### config.mk
export PLATFORM = sky130hd
export DESIGN_NAME = cfg_regfile_lock
export DESIGN_NICKNAME = d
export VERILOG_FILES = /design/src/rtl/cfg_lock_pkg.sv /design/src/rtl/cfg_lock_decode.sv /design/src/rtl/cfg_lock_reg.sv /design/src/rtl/cfg_lock_wen.sv /design/src/rtl/cfg_regfile_lock.sv
export SDC_FILE = /design/constraint.sdc
export NUM_CORES = 1
export LEC_CHECK = 0
export BUFFER_PORTS_ARGS = -buffer_cell sky130_fd_sc_hd__buf_2
export CAP_MARGIN = 10
export CORE_MARGIN = 2
export CORE_UTILIZATION = 44
export DETAILED_ROUTE_END_ITERATION = 6
export PLACE_DENSITY_LB_ADDON = 0.2
export SLEW_MARGIN = 10
export SYNTH_ARGS = -nofsm -noshare
export SYNTH_HDL_FRONTEND = slang
export SYNTH_SLANG_ARGS = --single-unit
### constraint.sdc
create_clock -name clk_i -period 2.61 [get_ports clk_i]
set_clock_uncertainty 0.2 [all_clocks]
set_input_delay 0 -clock clk_i [delete_from_list [all_inputs] [get_ports clk_i]]
set_output_delay 0 -clock clk_i [all_outputs]
set_load 0.05 [all_outputs]
### src/rtl/cfg_lock_pkg.sv
package cfg_lock_pkg;
  localparam int DATA_W    = 8;
  localparam int ADDR_W    = 4;
  localparam int NUM_PROT  = 3;
  localparam int PROT_BASE = 5;  // first protected address
  localparam int WEN_ADDR  = 8;  // unlock register address
  localparam int WEN_LSB   = 5;  // unlock bit of register PROT_BASE
endpackage

### src/rtl/cfg_lock_decode.sv
module cfg_lock_decode #(
  parameter int ADDR_W    = 4,
  parameter int NUM_PROT  = 3,
  parameter int PROT_BASE = 5,
  parameter int WEN_ADDR  = 8
) (
  input  logic [ADDR_W-1:0]   addr_i,
  output logic [NUM_PROT-1:0] prot_hit_o,
  output logic                wen_hit_o
);
  for (genvar k = 0; k < NUM_PROT; k++) begin : g_hit
    assign prot_hit_o[k] = (addr_i == ADDR_W'(PROT_BASE + k));
  end
  assign wen_hit_o = (addr_i == ADDR_W'(WEN_ADDR));
endmodule

### src/rtl/cfg_lock_reg.sv
module cfg_lock_reg #(
  parameter int DATA_W = 8
) (
  input  logic              clk_i,
  input  logic              rst_ni,
  input  logic              we_i,
  input  logic              unlock_i,
  input  logic [DATA_W-1:0] wdata_i,
  output logic [DATA_W-1:0] q_o,
  output logic              reject_o
);
  always_ff @(posedge clk_i or negedge rst_ni) begin
    if (!rst_ni)              q_o <= '0;
    else if (we_i && unlock_i) q_o <= wdata_i;
  end

  assign reject_o = we_i & ~unlock_i;

  p_locked_hold_r3: assert property (@(posedge clk_i) disable iff (!rst_ni)
    (we_i && !unlock_i) |=> $stable(q_o));
  p_unlocked_load_r2: assert property (@(posedge clk_i) disable iff (!rst_ni)
    (we_i && unlock_i) |=> (q_o == $past(wdata_i)));
  p_idle_hold_r7: assert property (@(posedge clk_i) disable iff (!rst_ni)
    !we_i |=> $stable(q_o));
endmodule

### src/rtl/cfg_lock_wen.sv
module cfg_lock_wen #(
  parameter int DATA_W   = 8,
  parameter int NUM_PROT = 3,
  parameter int WEN_LSB  = 5
) (
  input  logic                clk_i,
  input  logic                rst_ni,
  input  logic                we_i,
  input  logic [DATA_W-1:0]   wdata_i,
  output logic [DATA_W-1:0]   q_o,
  output logic [NUM_PROT-1:0] unlock_o
);
  localparam logic [DATA_W-1:0] KEEP_MASK = DATA_W'(((1 << NUM_PROT) - 1) << WEN_LSB);

  always_ff @(posedge clk_i or negedge rst_ni) begin
    if (!rst_ni)   q_o <= '0;
    else if (we_i) q_o <= wdata_i & KEEP_MASK;
  end

  assign unlock_o = q_o[WEN_LSB +: NUM_PROT];

  p_wen_load_r4: assert property (@(posedge clk_i) disable iff (!rst_ni)
    we_i |=> (q_o[WEN_LSB +: NUM_PROT] == $past(wdata_i[WEN_LSB +: NUM_PROT])));
  p_wen_hold_r5: assert property (@(posedge clk_i) disable iff (!rst_ni)
    !we_i |=> $stable(q_o));
endmodule

### src/rtl/cfg_regfile_lock.sv
module cfg_regfile_lock
  import cfg_lock_pkg::*;
#(
  parameter int P_DATA_W    = DATA_W,
  parameter int P_ADDR_W    = ADDR_W,
  parameter int P_NUM_PROT  = NUM_PROT,
  parameter int P_PROT_BASE = PROT_BASE,
  parameter int P_WEN_ADDR  = WEN_ADDR,
  parameter int P_WEN_LSB   = WEN_LSB
) (
  input  logic                           clk_i,
  input  logic                           rst_ni,
  input  logic                           wr_en_i,
  input  logic                           rd_en_i,
  input  logic [P_ADDR_W-1:0]            addr_i,
  input  logic [P_DATA_W-1:0]            wdata_i,
  output logic [P_DATA_W-1:0]            rdata_o,
  output logic [P_NUM_PROT*P_DATA_W-1:0] prot_cfg_o,
  output logic [P_DATA_W-1:0]            wen_o,
  output logic                           wr_reject_o
);
  logic [P_NUM_PROT-1:0] prot_hit, unlock, prot_rej;
  logic                  wen_hit;
  logic [P_DATA_W-1:0]   prot_q [P_NUM_PROT];
  logic [P_DATA_W-1:0]   rd_mux;

  cfg_lock_decode #(
    .ADDR_W(P_ADDR_W), .NUM_PROT(P_NUM_PROT),
    .PROT_BASE(P_PROT_BASE), .WEN_ADDR(P_WEN_ADDR)
  ) u_dec (
    .addr_i(addr_i), .prot_hit_o(prot_hit), .wen_hit_o(wen_hit)
  );

  cfg_lock_wen #(
    .DATA_W(P_DATA_W), .NUM_PROT(P_NUM_PROT), .WEN_LSB(P_WEN_LSB)
  ) u_wen (
    .clk_i(clk_i), .rst_ni(rst_ni), .we_i(wr_en_i & wen_hit),
    .wdata_i(wdata_i), .q_o(wen_o), .unlock_o(unlock)
  );

  for (genvar k = 0; k < P_NUM_PROT; k++) begin : g_prot
    cfg_lock_reg #(.DATA_W(P_DATA_W)) u_reg (
      .clk_i(clk_i), .rst_ni(rst_ni), .we_i(wr_en_i & prot_hit[k]),
      .unlock_i(unlock[k]), .wdata_i(wdata_i),
      .q_o(prot_q[k]), .reject_o(prot_rej[k])
    );
    assign prot_cfg_o[k*P_DATA_W +: P_DATA_W] = prot_q[k];
  end

  always_comb begin
    rd_mux = '0;
    if (wen_hit) rd_mux = wen_o;
    for (int k = 0; k < P_NUM_PROT; k++)
      if (prot_hit[k]) rd_mux = prot_q[k];
  end

  always_ff @(posedge clk_i or negedge rst_ni) begin
    if (!rst_ni) begin
      rdata_o     <= '0;
      wr_reject_o <= 1'b0;
    end else begin
      if (rd_en_i) rdata_o <= rd_mux;
      wr_reject_o <= |prot_rej;
    end
  end

  p_reject_pulse_r3: assert property (@(posedge clk_i) disable iff (!rst_ni)
    (wr_en_i && |(prot_hit & ~wen_o[P_WEN_LSB +: P_NUM_PROT])) |=> wr_reject_o);
  p_unmapped_quiet_r7: assert property (@(posedge clk_i) disable iff (!rst_ni)
    (wr_en_i && !(|prot_hit)) |=> !wr_reject_o);
  p_idle_quiet_r8: assert property (@(posedge clk_i) disable iff (!rst_ni)
    !wr_en_i |=> !wr_reject_o);
  p_wen_low_zero_r4: assert property (@(posedge clk_i) disable iff (!rst_ni)
    (rd_en_i && wen_hit) |=> (rdata_o[P_WEN_LSB-1:0] == '0));
  p_rdata_hold_r6: assert property (@(posedge clk_i) disable iff (!rst_ni)
    !rd_en_i |=> $stable(rdata_o));
endmodule

# Word-level counts from Yosys, hierarchy flattened
# Cells that the tools add are included.
# classes
eq_ne	4
n_mux	4
bitwise	10
n_reduce_logical	4
# ops
cell	count
$mux 8	4
$eq 4x3->1 const B	3
$and 1x1->1	7
$eq 4x4->1 const B	1
$logic_and 1x1->1	3
$not 1->1	3
$reduce_or 3->1	1
# totals
register_bits	36
out_inout_bits	41
wordCells	28

# Logic depth before layout (Yosys ltp)
# Gate-level depths: netlist of run 1.
# logic_depth
word_depth	5
mapped_depth	5
mapped_depth_nobuf	3

# Hierarchy
# A second synthesis of run 1 with hierarchy kept.
# hier_totals
hier_cells	144
area_unflattened_um2	1818.0
# modules_own_cells
mod	n_inst	cells_each	area_each_um2	seq_area_each_um2
cfg_lock_reg	3	18	305.3	200.2
cfg_regfile_lock	1	71	679.4	225.2
cfg_lock_wen	1	15	172.7	75.1
cfg_lock_decode	1	4	50.0	0.0

# Worst setup path before layout of run 1
# No wires, ideal clock.
# synth_timing
kind	register to register
startpoint	register u_wen.q_o[7]
endpoint	register g_prot[2].u_reg.q_o[0]
t_arrival_ns	1.128
setup_slack_ns	1.157
path_stages_with_launch	5
path_buffers	1
period_less_slack_ns	1.453
cell_sequence	dfrtp_1 -> and3_1 -> and3_1 -> buf_4 -> mux2_2
# synth_between
elab_chain_len	1
# synth_rtl
item	line	rtl
start: declaration	cfg_lock_wen.sv:10	output logic [DATA_W-1:0] q_o,
start signal: assignment	cfg_lock_wen.sv:17	else if (we_i) q_o <= wdata_i & KEEP_MASK;
$logic_and 1x1->1	cfg_lock_reg.sv:14	else if (we_i && unlock_i) q_o <= wdata_i;
end signal: assignment	cfg_lock_reg.sv:14	
end: declaration	cfg_lock_reg.sv:9	output logic [DATA_W-1:0] q_o,
# Every way passes these cells.
# A chain may end at the register's enable or synchronous reset.

# Final worst setup path of run 1
# layout_timing
startpoint	input addr_i[3]
endpoint	register wr_reject_o
# layout_between
elab_chain_len	4
# layout_rtl
item	line	rtl
start: declaration	cfg_regfile_lock.sv:15	input logic [P_ADDR_W-1:0] addr_i,
$eq 4x3->1	cfg_lock_decode.sv:12	assign prot_hit_o[k] = (addr_i == ADDR_W'(PROT_BASE + k));
$and 1x1->1	cfg_regfile_lock.sv:43	.clk_i(clk_i), .rst_ni(rst_ni), .we_i(wr_en_i & prot_hit[k]),
$and 1x1->1	cfg_lock_reg.sv:17	assign reject_o = we_i & ~unlock_i;
$reduce_or 3->1 (*)	cfg_regfile_lock.sv:63	wr_reject_o <= |prot_rej;
end signal: assignment	cfg_regfile_lock.sv:63	
end: declaration	cfg_regfile_lock.sv:20	output logic wr_reject_o
# Every way passes the cells marked *; elsewhere a longest branch is shown, timed or not.

==> qor.txt, run 1 <==
Outcome = complete, no violations
TritonCTS clock tree = done
Total power = 1.85 mW
IO Port Bufs = 51
Proportion of layout cells with a drive suffix above 1 = 0.429
Top cell type's share of synthesized area = 0.520
HPWL after detailed placement = 2680 microns
Simple-Gate Fraction of Synth Area = 0.123
Power Density = 840 nW/um^2
Worst EP arrival = 2.24 ns
Avg Cell Area, Syn = 12.0 sq um
Critical path class = in -> reg
Yosys cell types = 26
Internal power = 1.11 mW
Seq pwr share = 0.390
Sw Pwr = 0.740 mW
Hold Crit Class = in -> reg
Multiplexer share of the synthesized area = 0.175
Clock share of power = 0.263
Num ports = 57
Via count = 1351
Drt total wl = 4000 microns
Number of max-cap violations = 0
Setup TNS Final = 0 ns
# DRC = 0
Clk slew on worst S/H paths = 0.07 ns
# diodes = 0
Die Wd = 66.8 microns
Hold depth = 4
Via/cell ratio = 5.34
Overflow after GRT = 0
Nets@finish = 220
Starting density of the core = 0.466
DR pass1 iterations = 4
Die Area = 4460 sq um
Ys flop type = dfrtp_1
Min Hold Slack = 0.0170 ns
Commonest cells in the netlist = dfrtp_1 (36), mux2_2 (27), buf_4 (11)
Post-Synth Adder-Cell Area = 0
Hold Buf Count CTS = 14
Peak supply drop = 0.000493 V
Worst Setup Start Kind = primary input
CTS sink count = 36
Placeable Area = 3720 sq um
Largest net degree at the start of global routing = 37
CTS HTree Levels = 2
Synth Warn # = 0
Area grow syn2layout = 27.1%
Post-Place Cell Area = 1950 sq um
Comb pwr share = 0.347
Main combinational cell family by area after synthesis = multiplexers
Clk root buf = clkbuf_8
Synth Area in Compound Gates = 0.105
Worst-path fanout max = 11
Fin area = 2200 sq um
DRT iter0 DRCs = 54
Leak = 1.09 nW
Area contributors post-synth = dfrtp_1 (52%), mux2_2 (18%), buf_4 (4.8%), o22ai_1 (2.9%), o2bb2ai_1 (2.5%)
Initial antenna violation count = 0
Net Sw Frac = 0.400
Yosys reg bits = 36
First-pass GRT wire length = 6540 microns
Final min period = 2.21 ns
Clock Tree Buf Depth = 2
Post-Syn Area = 1730 sq um
Syn Inst Count = 144
Total CTS buffers = 5
Die height = 66.8 microns
Clock Latency Late Sink = 0.29 ns
Share of synthesized registers carrying an async set or reset = 1.00
Row count = 22
Number of synthesized flops with an enable pin = 0
Relative slew slack = 0.478
Final period util = 0.846
Routed Antenna Nets = 0
Most common cell in the netlist = dfrtp_1
Final Setup Violations = 0
Crit end category = register
Slew @ Worst Pin = 0.783 ns
Wirelength per Cell = 15.8 microns
Reg2reg path depth = 3
Fmax = 453 MHz
Post-CTS setup buffers = 0
Xor-xnor portion of the synthesized cell area = 0
Final hold violations = 0
Synth area leader = dfrtp_1
Cts repair resizes = 0
RSZ-0062 raised after global routing = no
Number of max-slew violations in the final report = 0
Tot GR Track Use = 0.201
Routability cong. = 0.779
Part of the Yosys area used for sequential elements = 0.520
Vias in the first global route = 1274
Fillers = 324
Critical path required time = 2.64 ns
-- critical path, stage by stage --
cell,delay (ns)
dlygate4sd3_1,0.53
buf_2,0.18
nor2b_1,0.23
nand2_1,0.10
dlygate4sd3_1,0.58
nor2_1,0.09
dlygate4sd3_1,0.54
-- layer usage --
metal,global-route usage,up-vias,share of wire
li1,-,636,-
met3,0.0507,4,0.070
met4,0.0587,0,0.0085
met1,0.273,656,0.44
met5,0,-,0
met2,0.316,55,0.48
-- registers in the layout (all words and copies together), names as in the netlist --
signal            flops
rdata_o               8
g_prot.u_reg.q_o     24
wr_reject_o           1
u_wen.q_o             3
-- power by group through the flow --
stage | Sequential [mW] | Clock [mW] | Combinational, mW
detailed placement | 0.733 | 0 | 0.629
global placement | 0.728 | 0 | 0.622
global route | 0.735 | 0.519 | 0.676
CTS | 0.722 | 0.489 | 0.646
floorplan | 1.01 | 0 | 0.217
finish | 0.721 | 0.486 | 0.643
-- through the flow --
step,utilization,setup slack [ns],cells
finish,0.593,0.402,253
global route,0.593,0.282,253
CTS,0.593,0.472,253
detailed placement,0.525,0.883,231
global placement,0.525,0.898,231
floorplan,-,1.16,148
-- path summary, 6_finish.rpt --
path                                                       to  slack [ns]                      from
setup / recovery                        wr_reject_o$_DFF_PN0_        0.40                 addr_i[3]
hold / removal                         rdata_o[6]$_DFFE_PN0P_        0.02                 addr_i[2]
setup reg to reg           g_prot[2].u_reg.q_o[4]$_DFFE_PN0P_        0.89  u_wen.q_o[7]$_DFFE_PN0P_
hold reg to reg                        rdata_o[0]$_DFFE_PN0P_        0.33    rdata_o[0]$_DFFE_PN0P_
max in group asynchronous  g_prot[2].u_reg.q_o[6]$_DFFE_PN0P_        1.59                    rst_ni
min in group asynchronous               wr_reject_o$_DFF_PN0_        0.12                    rst_ni
-- kinds of logic (layout without fill, tap and decap cells) --
| family | after synthesis | after routing |
|---|---|---|
| simple gates | 31 | 31 |
| buf+inv | 21 | 78 |
| flops | 36 | 36 |
| other cells | 1 | 5 |
| compound gates | 28 | 28 |
| mux | 27 | 27 |
-- cell type report --
cell class,instances,area [sq um],area share
Clock buffer,5,68.8,0.0312
Clock inverter,3,42.5,0.0193
Inverter,5,18.8,0.00852
Multi-Input combinational cell,91,717,0.325
Sequential cell,36,901,0.409
Tap cell,48,60.1,0.0273
Timing Repair Buffer,65,395,0.179
-- placed cells by master, fill, tap and decap left out --
cell type	netlist	layout
nand2_1	8	8
mux2_2	27	27
o2bb2ai_1	5	5
nand3_1	1	1
dlygate4sd3_1	0	14
and3_1	2	2
inv_1	5	5
a21o_1	3	3
nor3b_1	1	1
nand2b_1	4	4
nor2b_1	2	2
bufinv_16	0	1
clkbuf_8	0	5
o21ai_0	8	8
conb_1	1	5
buf_2	2	51
clkinv_2	0	1
nor2_1	2	2
nor2_4	1	1
a31oi_1	4	4
o22ai_1	8	8
nand4b_2	1	1
and4_1	1	1
clkinvlp_4	0	1
dfrtp_1	36	36
nand4b_1	4	4
and3b_1	1	1
nand4bb_1	3	3
Note: power is estimated with default switching activity, not from simulation.
==> inputs of run 2 (changes only) <==
==> constraint.sdc (replaced) <==
create_clock -name clk_i -period 2 [get_ports clk_i]
set_clock_uncertainty 0.2 [all_clocks]
set_input_delay 0 -clock clk_i [delete_from_list [all_inputs] [get_ports clk_i]]
set_output_delay 0 -clock clk_i [all_outputs]
set_load 0.05 [all_outputs]
==> qor.txt, run 2 (synthesized netlist as in run 1, its figures left out) <==
Peak supply drop = 0.000563 V (+14%)
Relative slew slack = 0.465 (-0.0126)
Crit-path max cell delay = 0.55 ns (-0.03 ns)
Biggest regs = g_prot.u_reg.q_o x24, rdata_o x8, u_wen.q_o x3
Worst-path fanout max = 4 (-7)
Die Area = 4460 sq um (unchanged)
Min Hold Slack = 0.0128 ns (-0.00415 ns)
Post-route insts no fill = 255 (+0.79%)
Crit end category = register
Outcome = complete, no violations
Max FFs per register = 24 (unchanged)
Fin area = 2210 sq um (+0.51%)
Final hold violations = 0 (unchanged)
Final Setup Violations = 0 (unchanged)
CP most frequent cell = dlygate4sd3_1
Setup slack after placement = 0.355 ns (-0.527 ns)
TritonCTS clock tree = done
Leak = 1.10 nW (+1.1%)
Num ports = 57 (unchanged)
Final period util = 0.947
# DRC = 0 (unchanged)
Worst EP arrival = 1.86 ns (-0.38 ns)
RSZ-0062 raised after global routing = no
CTS HTree Levels = 2 (unchanged)
Largest net degree at the start of global routing = 37 (unchanged)
Placeable Area = 3720 sq um (unchanged)
Post-Place Cell Area = 1970 sq um (+0.77%)
Hold path start = addr_i[3]
Critical path required time = 1.97 ns (-0.67 ns)
Overflow after GRT = 0 (unchanged)
Slowest-stage cell, CP = dlygate4sd3_1
Slew @ Worst Pin = 0.802 ns (+0.0189 ns)
Routed Antenna Nets = 0 (unchanged)
IO Port Bufs = 51 (unchanged)
Clock Latency Late Sink = 0.28 ns (about the same)
Seq pwr share = 0.392 (+0.002)
Worst R2R Start = u_wen.q_o[7]$_DFFE_PN0P_
Hold Crit Class = in -> reg
Die Wd = 66.8 microns (unchanged)
First-pass GRT wire length = 6280 microns (-4.0%)
Routability cong. = 0.755 (-3.0%)
Via count = 1354 (+0.22%)
Final Worst Setup Slack = 0.106 ns (-0.297 ns)
Initial antenna violation count = 0 (unchanged)
Hold Buf Count CTS = 14 (unchanged)
Starting density of the core = 0.466 (unchanged)
Post-CTS setup buffers = 0 (unchanged)
Wirelength per Cell = 15.4 microns (-2.4%)
Final min period = 1.89 ns
Fmax = 528 MHz
Setup TNS Final = 0 ns (unchanged)
Proportion of layout cells with a drive suffix above 1 = 0.430 (+0.000683)
Hold depth = 4 (unchanged)
Reg2reg path depth = 3 (unchanged)
Via/cell ratio = 5.31 (-0.56%)
Clk root buf = clkbuf_8
Worst Setup Start Kind = primary input
# diodes = 0 (unchanged)
DRT iter0 DRCs = 77 (+43%)
Clock Tree Buf Depth = 2 (unchanged)
Tot GR Track Use = 0.191 (-0.0101)
Clk slew on worst S/H paths = 0.07 ns (about the same)
Internal power = 1.45 mW (+31%)
Commonest non-fill, non-tap cell in the layout = buf_2
Crit. Startpoint = wr_en_i
Placed insts = 233 (+0.87%)
Largest Register = g_prot.u_reg.q_o
Die height = 66.8 microns (unchanged)
Clock share of power = 0.258 (-0.005)
Comb pwr share = 0.350 (+0.003)
HPWL after detailed placement = 2710 microns (+1.3%)
Sw Pwr = 0.948 mW (+28%)
Cells along the critical path = dlygate4sd3_1 > buf_2 > nand2_1 > dlygate4sd3_1 > nor2_1 > dlygate4sd3_1
Number of max-cap violations = 0 (unchanged)
Nets@finish = 222 (+0.91%)
Cts repair resizes = 0 (unchanged)
Number of max-slew violations in the final report = 0 (unchanged)
Vias in the first global route = 1230 (-3.5%)
Most frequent cells in the layout = buf_2 (51), dfrtp_1 (36), mux2_2 (27)
Net Sw Frac = 0.395 (-0.00483)
Total CTS buffers = 5 (unchanged)
CTS sink count = 36 (unchanged)
DR pass1 iterations = 4 (unchanged)
Critical path class = in -> reg
Power Density = 1080 nW/um^2 (+29%)
Area grow syn2layout = 27.8%
Row count = 22 (unchanged)
Drt total wl = 3940 microns (-1.6%)
-- run 2: cell count changes in the layout (fill, tap and decap cells not counted) --
cell | before | now
buf_4 | 0 | 2
clkbuf_1 | 0 | 1
clkinvlp_4 | 1 | 0
-- run 2: path summary, 6_finish.rpt --
kind	slack, ns	endpoint
setup / recovery	0.11	wr_reject_o$_DFF_PN0_
hold / removal	0.01	rdata_o[7]$_DFFE_PN0P_
setup reg to reg	0.34	g_prot[2].u_reg.q_o[5]$_DFFE_PN0P_
hold reg to reg	0.33	g_prot[1].u_reg.q_o[4]$_DFFE_PN0P_
max in group asynchronous	0.96	u_wen.q_o[6]$_DFFE_PN0P_
min in group asynchronous	0.13	g_prot[2].u_reg.q_o[0]$_DFFE_PN0P_
-- run 2: metrics by stage --
| stage | util | total power [mW] |
|---|---|---|
| floorplan | - | 1.60 |
| global placement | 0.529 | 1.76 |
| detailed placement | 0.529 | 1.78 |
| CTS | 0.596 | 2.42 |
| global route | 0.596 | 2.51 |
| finish | 0.596 | 2.40 |
-- run 2: cell type report --
cell class / count / area, sq um
Clock inverter: 2 / 35.0
Tap cell: 48 / 60.1
Multi-Input combinational cell: 91 / 717
Inverter: 5 / 18.8
Timing Repair Buffer: 67 / 410
Clock buffer: 6 / 72.6
Fill cell: 308 / 1500
Sequential cell: 36 / 901
-- run 2: power groups by stage --
stage	sequential (mW)	combinational, mW	clock, mW
floorplan	1.31	0.284	0
global placement	0.946	0.814	0
detailed placement	0.953	0.824	0
CTS	0.940	0.846	0.633
global route	0.961	0.880	0.666
finish	0.940	0.840	0.619
-- run 2: critical path: cells and delay by family --
family / cells / cell delay (ns)
buf+inv: 4 / 1.77
simple gates: 2 / 0.09
-- run 2: layer usage --
metal / global-route usage / share of wire / vias to the layer above / routed length (microns)
li1: - / - / 637 / -
met1: 0.260 / 0.46 / 658 / 1800
met3: 0.0422 / 0.055 / 8 / 217
met5: 0 / 0 / - / 0
met2: 0.295 / 0.47 / 51 / 1850
met4: 0.0740 / 0.017 / 0 / 68
==> inputs of run 3 (changes only) <==
==> constraint.sdc (replaced) <==
create_clock -name clk_i -period 1.75 [get_ports clk_i]
set_clock_uncertainty 0.2 [all_clocks]
set_input_delay 0 -clock clk_i [delete_from_list [all_inputs] [get_ports clk_i]]
set_output_delay 0 -clock clk_i [all_outputs]
set_load 0.05 [all_outputs]
==> qor.txt, run 3 (synthesized netlist as in run 1, its figures left out) <==
Proportion of layout cells with a drive suffix above 1 = 0.440 (+0.00966)
CTS HTree Levels = 2 (unchanged)
IO Port Bufs = 51 (unchanged)
Relative slew slack = 0.473 (+0.00798)
# diodes = 0 (unchanged)
First-pass GRT wire length = 6380 microns (+1.5%)
Via/cell ratio = 5.25 (-1.0%)
Hold path start = addr_i[1]
Fin area = 2210 sq um (unchanged)
Final Setup Violations = 0 (unchanged)
Die Area = 4460 sq um (unchanged)
DRT iter0 DRCs = 63 (-18%)
Final min period = 1.71 ns
Clk slew on worst S/H paths = 0.07 ns (about the same)
Cells along the critical path = dlygate4sd3_1 > buf_2 > nor2b_1 > and4_2 > buf_4 > mux2_2
Overflow after GRT = 0 (unchanged)
Largest Register = g_prot.u_reg.q_o
Worst EP arrival = 1.68 ns (-0.18 ns)
Final Util = 0.596 (unchanged)
Largest net degree at the start of global routing = 37 (unchanged)
Leak = 1.10 nW (-0.22%)
Hold endpoint = rdata_o[7]$_DFFE_PN0P_
R2r setup slk = 0.11 ns (-0.23 ns)
Max FFs per register = 24 (unchanged)
CTS sink count = 36 (unchanged)
Nets@finish = 223 (+0.45%)
DR pass1 iterations = 4 (unchanged)
Total CTS buffers = 5 (unchanged)
Hold depth = 3 (-1)
Routability cong. = 0.754 (-0.21%)
Worst R2R End = g_prot[2].u_reg.q_o[4]$_DFFE_PN0P_
Num ports = 57 (unchanged)
Biggest regs = g_prot.u_reg.q_o x24, rdata_o x8, u_wen.q_o x3
Clock Tree Buf Depth = 2 (unchanged)
Die height = 66.8 microns (unchanged)
Number of max-cap violations = 0 (unchanged)
Hold Crit Class = in -> reg
Delay-heaviest family, CP = buffers and inverters
HPWL after detailed placement = 2800 microns (+3.1%)
Reg2reg path depth = 3 (unchanged)
Crit-path max cell delay = 0.54 ns (about the same)
Placeable Area = 3720 sq um (unchanged)
Slew @ Worst Pin = 0.790 ns (-0.0120 ns)
Critical path required time = 1.72 ns (-0.25 ns)
Number of max-slew violations in the final report = 0 (unchanged)
Routed Antenna Nets = 0 (unchanged)
Outcome = complete, no violations
Via count = 1340 (-1.0%)
Initial antenna violation count = 0 (unchanged)
Setup TNS Final = 0 ns (unchanged)
Worst R2R Start = u_wen.q_o[7]$_DFFE_PN0P_
Critical path class = in -> reg
Area grow syn2layout = 27.8% (unchanged)
Final hold violations = 0 (unchanged)
Tot GR Track Use = 0.197 (+0.00599)
Peak supply drop = 0.000888 V (+58%)
Slowest-stage cell, CP = dlygate4sd3_1
RSZ-0062 raised after global routing = no
Worst-path fanout max = 6 (+2)
Clock Latency Late Sink = 0.28 ns (about the same)
Row count = 22 (unchanged)
Die Wd = 66.8 microns (unchanged)
Post-Place Cell Area = 1970 sq um (+0.38%)
Final period util = 0.979
Most frequent cells in the layout = buf_2 (50), dfrtp_1 (36), mux2_2 (27)
Power Density = 1200 nW/um^2 (+11%)
Min Hold Slack = 0.0122 ns (-0.000638 ns)
Vias in the first global route = 1280 (+4.1%)
Post-CTS setup buffers = 0 (unchanged)
Commonest non-fill, non-tap cell in the layout = buf_2
Final Worst Setup Slack = 0.0366 ns (-0.0690 ns)
Fmax = 584 MHz
Drt total wl = 4040 microns (+2.6%)
Crit end category = register
# DRC = 0 (unchanged)
TritonCTS clock tree = done
Worst Setup Start Kind = primary input
Starting density of the core = 0.466 (unchanged)
Wirelength per Cell = 15.8 microns (+2.6%)
Clk root buf = clkbuf_8
Setup slack after placement = 0.111 ns (-0.245 ns)
Buf/Inv on CP = 3 (-1)
[run 3: metrics by stage]
| step | power (mW) | cells |
|---|---|---|
| CTS | 2.68 | 255 |
| detailed placement | 2.04 | 234 |
| global placement | 2.01 | 234 |
| global route | 2.78 | 255 |
| finish | 2.66 | 255 |
| floorplan | 1.82 | 148 |
[run 3: layer usage]
| layer | part of all wire | wire length [microns] | GRT usage |
|---|---|---|---|
| met2 | 0.49 | 1980 | 0.314 |
| met5 | 0 | 0 | 0 |
| met4 | 0.013 | 54 | 0.0612 |
| met1 | 0.44 | 1780 | 0.264 |
| met3 | 0.054 | 219 | 0.0473 |
[run 3: worst reg2reg max path, delay by kind of cell, from the launching register on]
family | cells | cell delay [ns]
simple gates | 2 | 0.55
flops | 1 | 0.39
mux | 1 | 0.39
[run 3: how the worst max path moves through the flow]
stage	from	end	slack, ns	cells past startpoint
after global routing	wr_en_i	g_prot[0].u_reg.q_o[4]$_DFFE_PN0P_	0.002	6
after CTS	addr_i[0]	rdata_o[3]$_DFFE_PN0P_	0.05	6
after global placement	addr_i[3]	g_prot[0].u_reg.q_o[4]$_DFFE_PN0P_	0.17	5
after floorplan	u_wen.q_o[7]$_DFFE_PN0P_	g_prot[2].u_reg.q_o[0]$_DFFE_PN0P_	0.30	4
after detailed placement	u_wen.q_o[7]$_DFFE_PN0P_	g_prot[2].u_reg.q_o[1]$_DFFE_PN0P_	0.11	3
final	wr_en_i	g_prot[0].u_reg.q_o[2]$_DFFE_PN0P_	0.04	6
[run 3: what timing repair did]
action | 4_1_cts | 5_1_grt
endpoints found under the setup margin | 0 | 7
hold buffers | 14 | 0
gates resized for setup | 0 | 2
hold endpoints to repair | 72 | 0
[run 3: report_power, final]
| group | internal (mW) | switching [mW] |
|---|---|---|
| registers | 0.970 | 0.102 |
| clock network | 0.350 | 0.273 |
| logic | 0.271 | 0.694 |
[run 3: cell type report]
| cell class | instances | area (sq um) |
|---|---|---|
| clock buffers | 7 | 96.3 |
| multi-input cells | 91 | 718 |
| fillers | 327 | 1500 |
| repair buffers | 68 | 420 |
| inverters | 5 | 18.8 |
| flip-flops and latches | 36 | 901 |
| well taps | 48 | 60.1 |
